[config.mk]
export PLATFORM = sky130hd
export DESIGN_NAME = pwm_timebase
export DESIGN_NICKNAME = d
export VERILOG_FILES = /design/src/rtl/pwm_timebase.sv
export SDC_FILE = /design/constraint.sdc
export NUM_CORES = 1
export LEC_CHECK = 0
export BUFFER_PORTS_ARGS = -buffer_cell sky130_fd_sc_hd__buf_4
export CAP_MARGIN = 20
export CELL_PAD_IN_SITES_DETAIL_PLACEMENT = 2
export CELL_PAD_IN_SITES_GLOBAL_PLACEMENT = 2
export CORE_MARGIN = 2
export CORE_UTILIZATION = 41
export DETAILED_ROUTE_END_ITERATION = 10
export PLACE_DENSITY_LB_ADDON = 0.1
export SLEW_MARGIN = 10
export SYNTH_ARGS = -nofsm -noshare
export SYNTH_HDL_FRONTEND = slang
export SYNTH_SLANG_ARGS = --single-unit
[constraint.sdc]
create_clock -name clk -period 11.95 [get_ports clk]
set_clock_uncertainty 0.05 [all_clocks]
set_input_delay 1.195 -clock clk [delete_from_list [all_inputs] [get_ports clk]]
set_output_delay 1.195 -clock clk [all_outputs]
set_load 0.005 [all_outputs]
[src/rtl/pwm_timebase.sv]
module pwm_timebase #(
  parameter int W = 16
) (
  input  logic         clk,
  input  logic         rst_n,
  input  logic         wr_en,
  input  logic         wr_sel,
  input  logic [W-1:0] wr_data,
  input  logic         halt_req,
  output logic [W-1:0] count,
  output logic         at_zero,
  output logic         at_period,
  output logic         dir_down
);
  localparam int PW = 11;
  localparam logic [1:0] M_UP = 2'b00, M_DN = 2'b01, M_UD = 2'b10, M_FRZ = 2'b11;
  localparam logic [1:0] H_NOW = 2'b00, H_CYC = 2'b01;

  logic [15:0]   ctrl_q;
  logic [W-1:0]  cnt_q, prd_q, shd_q, nxt;
  logic [PW-1:0] pcnt_q, fac;
  logic          dir_q, park_q, z_q, p_q, nd;

  wire [1:0] mode = ctrl_q[1:0];
  wire [1:0] hcode = ctrl_q[15:14];
  wire       imm = ctrl_q[3];
  wire [2:0] cdiv = ctrl_q[12:10];
  wire [2:0] hdiv = ctrl_q[9:7];

  assign fac = ((hdiv == 3'd0) ? PW'(1) : PW'({hdiv, 1'b0})) << cdiv;

  wire ptick = pcnt_q >= (fac - PW'(1));
  wire step = ptick && (mode != M_FRZ) && !(halt_req && hcode == H_NOW) && !park_q;

  always_comb begin
    nd  = dir_q;
    nxt = cnt_q;
    case (mode)
      M_UP: nxt = (cnt_q >= prd_q) ? '0 : cnt_q + 1'b1;
      M_DN: nxt = (cnt_q == '0) ? prd_q : cnt_q - 1'b1;
      M_UD:
        if (!dir_q) begin
          if (cnt_q >= prd_q) begin
            nd  = 1'b1;
            nxt = (prd_q == '0) ? '0 : cnt_q - 1'b1;
          end else nxt = cnt_q + 1'b1;
        end else begin
          if (cnt_q == '0) begin
            nd  = 1'b0;
            nxt = (prd_q == '0) ? '0 : W'(1);
          end else nxt = cnt_q - 1'b1;
        end
      default: ;
    endcase
  end

  wire hit_zero = step && (nxt == '0);

  always_ff @(posedge clk or negedge rst_n) begin
    if (!rst_n) begin
      ctrl_q <= 16'h0003;
      cnt_q  <= '0;
      prd_q  <= '0;
      shd_q  <= '0;
      pcnt_q <= '0;
      dir_q  <= 1'b0;
      park_q <= 1'b0;
      z_q    <= 1'b0;
      p_q    <= 1'b0;
    end else begin
      pcnt_q <= ptick ? '0 : pcnt_q + 1'b1;
      z_q    <= hit_zero;
      p_q    <= step && (nxt == prd_q);
      if (step) cnt_q <= nxt;
      dir_q  <= (mode == M_UD) ? (step ? nd : dir_q) : 1'b0;
      if (!halt_req) park_q <= 1'b0;
      else if (hit_zero && hcode == H_CYC) park_q <= 1'b1;
      if (hit_zero) prd_q <= shd_q;
      if (wr_en && !wr_sel) ctrl_q <= wr_data[15:0];
      if (wr_en && wr_sel) begin
        shd_q <= wr_data;
        if (imm) prd_q <= wr_data;
      end
    end
  end

  assign count     = cnt_q;
  assign at_zero   = z_q;
  assign at_period = p_q;
  assign dir_down  = (mode == M_DN) || (mode == M_UD && dir_q);

  assert_tick_gate_R3: assert property (@(posedge clk) disable iff (!rst_n)
    !ptick |=> $stable(cnt_q));
  assert_up_inc_R4: assert property (@(posedge clk) disable iff (!rst_n)
    (step && mode == M_UP && cnt_q < prd_q) |=> cnt_q == $past(cnt_q) + W'(1));
  assert_freeze_R7: assert property (@(posedge clk) disable iff (!rst_n)
    (mode == M_FRZ) |=> ($stable(cnt_q) && !z_q && !p_q));
  assert_zero_pulse_R9: assert property (@(posedge clk) disable iff (!rst_n)
    z_q |-> cnt_q == '0);
  assert_halt_now_R10: assert property (@(posedge clk) disable iff (!rst_n)
    (halt_req && hcode == H_NOW) |=> $stable(cnt_q));
  assert_parked_R11: assert property (@(posedge clk) disable iff (!rst_n)
    park_q |=> $stable(cnt_q));
  assert_up_dir_R13: assert property (@(posedge clk) disable iff (!rst_n)
    (mode == M_UP) |-> !dir_down);
endmodule

==> summary.md <==
| Metric | Value |
|---|---|
| Post-DP HPWL | 16900 um |
| Yosys cell types | 75 |
| Post-CTS setup buffer count | 0 |
| Root buf cell | clkbuf_16 |
| P&R area growth vs syn | 11.5% |
| Commonest non-fill, non-tap cell in the layout | dfrtp_1 |
| Tmin final | 5.69 ns |
| Reg2Reg Setup Slack | ~6.3 ns |
| CTS Buf Count | 9 |
| Clk sinks | between 70 and 80 |
| Post-DR wirelength/cell | 25.2 um |
| Final ANT Viol Nets | 0 |
| Worst r2r src | ctrl_q[10] |
| Headroom to the max-slew limit | 0.330 |
| Worst Hold Launch | shd_q[10] |
| FF+latch count, synth | 74 |
| Core area | 14500 um2 |
| DRC | 0 |
| DR pass1 iterations | 4 |
| LEAKAGE | roughly 2.9 nW |
| Syn avg cell area | 8.31 um2 |
| Critical Path RT | 12.13 ns |
| DRT Wirelength | 23300 um |
| Setup TNS | 0 ns |
| Max Fclk | 0.176 GHz |
| TritonCTS clock tree | yes |
| R2R cell count | 19 |
| Least-Margin Pin Slew | 1.01 ns |
| WS Path Type | reg2reg |
| Ant. Diodes | 0 |
| Post-Syn Instances | 728 |
| Mapped Area | 6050 um2 |
| CTS H-tree lvls | 3 |
| Global-route wire length before repair | about 38000 um |
| Main synth FF type | dfrtp_1 |
| Rows | 44 |
| Vias per cell | 6.32 |
| R2R Path End | park_q |
| Die height | about 130 um |
| Initial antenna violation count | 0 |
| Yosys warnings | 0 |
| IO Count | 40 |
| Die X | 125 um |
| Total gr overflow | 0 |
| Max Cap Violations | 0 |
| Hold buffers post-CTS | 0 |
| Status | complete, no violations |
| Largest net degree at the start of global routing | 75 |
| Final setup vio count | 0 |
| Post-synth EDFFs | 0 |
| Post-synthesis sequential area ratio | 0.306 |
| Die area | 15700 um2 |
| GRT Total Usage | 0.304 |
| Clock transition at path regs | 0.06 ns |
| Slew Viols, Final | 0 |
| Vias | between 5k and 6k |
| Final hold viol count | 0 |
| Net count after synthesis | 780 |
| WHS Endpoint | shd_q[10] |
| 1st-iter DRT viols | 290 |
| Power per cell area | 228 nW/um2 |
| RSZ-0062 raised after global routing | no |
| Share of cells above drive strength 1 | 0.146 |
| Worst-Skew Late Latency | 0.35 ns |
| Placer Congestion | 0.947 |
| Worst Hold Depth | 1 |
| Critical path endpoint category | flip-flop |
| Nets | 786 |
| Critical path data arrival time | 5.87 ns |
| Via count of the first global-routing pass | 6626 |
| Initial Util | 0.418 |
| CP max FO | 34 |
| Worst hold slack | roughly 0.46 ns |
| Peak supply drop | 0.0811 mV |
| HP Class | reg2reg |
| Buffers on Ports | 39 |
| Post-CTS sizing | 0 |
| CTS max path bufs | 2 |
| Async SR Flop Fraction | 1.00 |
| Most frequent cells in the layout | dfrtp_1 (72), nor2_1 (65), inv_1 (49) |
| CP Launch Type | flip-flop |
| Power Total | 1.54 mW |
| Final Cycle Share | 0.476 |
-- synthesized netlist by cell type, types with 4 or more instances --
library cell / number / area share
mux2i_1: 5 / 0.0083
a211oi_1: 5 / 0.0062
nand2_1: 48 / 0.030
o21ai_0: 33 / 0.027
nor2b_1: 7 / 0.0072
buf_6: 4 / 0.0074
inv_1: 49 / 0.030
o21ai_1: 17 / 0.014
nor3_1: 21 / 0.017
o31ai_1: 6 / 0.0074
ha_1: 31 / 0.064
a21oi_1: 44 / 0.036
xnor2_1: 32 / 0.046
nand4_1: 16 / 0.017
nor2_1: 65 / 0.040
nor4_1: 16 / 0.017
a21o_1: 6 / 0.0074
o211ai_1: 5 / 0.0062
o31a_1: 15 / 0.022
or3_1: 8 / 0.0083
a31oi_1: 10 / 0.010
mux2_2: 28 / 0.052
a22oi_1: 4 / 0.0050
clkbuf_1: 43 / 0.027
xor2_1: 22 / 0.032
nand3_1: 27 / 0.022
dfrtp_1: 72 / 0.30
and3_1: 8 / 0.0083
o22ai_1: 6 / 0.0062
-- logic make-up after synthesis --
family                     count (synthesis)  share of synthesized area
DFF                                       74                      0.306
muxes                                     33                     0.0604
xor gates and xnor gates                  54                     0.0782
buffers and inverters                    101                     0.0689
AOI/OAI and AO/OA                        189                      0.210
and+or+nand+nor                          246                      0.212
adders and majority gates                 31                     0.0641
-- state kept, by name (all words and copies together) (netlist names) --
register / cells
at_period: 1
at_zero: 1
count: 16
ctrl_q: 11
dir_q: 1
park_q: 1
pcnt_q: 11
prd_q: 16
shd_q: 16
-- through the flow --
step	area, um2	utilization	setup slack [ns]	std cells
final	6750	0.466	6.26	922
after global routing	6750	0.466	5.84	922
after CTS	6730	0.465	6.35	921
after detailed placement	6410	0.443	6.43	906
after global placement	6390	0.441	6.69	905
after floorplan	6050	-	7.58	728
-- metal layers --
| metal | track usage | vias to the layer above | share of wire | wire [um] |
|---|---|---|---|---|
| li1 | - | 2638 | - | - |
| met3 | 0.0509 | 52 | 0.050 | 1170 |
| met2 | 0.514 | 144 | 0.49 | 11400 |
| met5 | 0 | - | 0 | 0 |
| met4 | 0.143 | 0 | 0.038 | 876 |
| met1 | 0.379 | 2995 | 0.42 | 9820 |
-- power by group --
group | switching [mW] | internal (mW) | leakage, nW
Clock | 0.116 | 0.182 | 0.144
Combinational | 0.463 | 0.306 | 1.83
Sequential | 0.156 | 0.312 | 0.893
-- final cells by class --
| class | count | area [um2] |
|---|---|---|
| Timing Repair Buffer | 47 | 380 |
| Clock buffer | 9 | 225 |
| Tap cell | 184 | 230 |
| Sequential cell | 74 | 1850 |
| Fill cell | 1595 | 7730 |
| Inverter | 49 | 184 |
| Clock inverter | 6 | 91.3 |
| Multi-Input combinational cell | 553 | 3780 |
-- how the worst max path moves through the flow --
stage	slack (ns)	start	to
global placement	6.69	ctrl_q[10]	prd_q[8]
floorplan	7.58	ctrl_q[8]	prd_q[13]
detailed placement	6.43	ctrl_q[10]	prd_q[8]
global route	5.84	ctrl_q[10]	prd_q[1]
CTS	6.35	ctrl_q[10]	park_q
finish	6.26	ctrl_q[10]	park_q
-- worst max-delay path: stages, from the launching register on --
cell and delay, ns:
dfrtp_1 0.73, mux2i_1 0.40, nor2_1 0.09, o21ai_0 0.38
nand2_1 0.15, nor4_1 0.52, nand3b_1 0.22, o31a_1 0.16
ha_1 0.19, nor3_1 0.25, o21ai_0 0.19, a211oi_1 0.34
o31ai_1 0.14, a21o_1 0.36, and4b_1 0.28, buf_4 0.25
nand4b_1 0.16, buf_4 0.34, nor4b_2 0.12, o21a_1 0.22
Note: power is estimated with default switching activity, not from simulation.
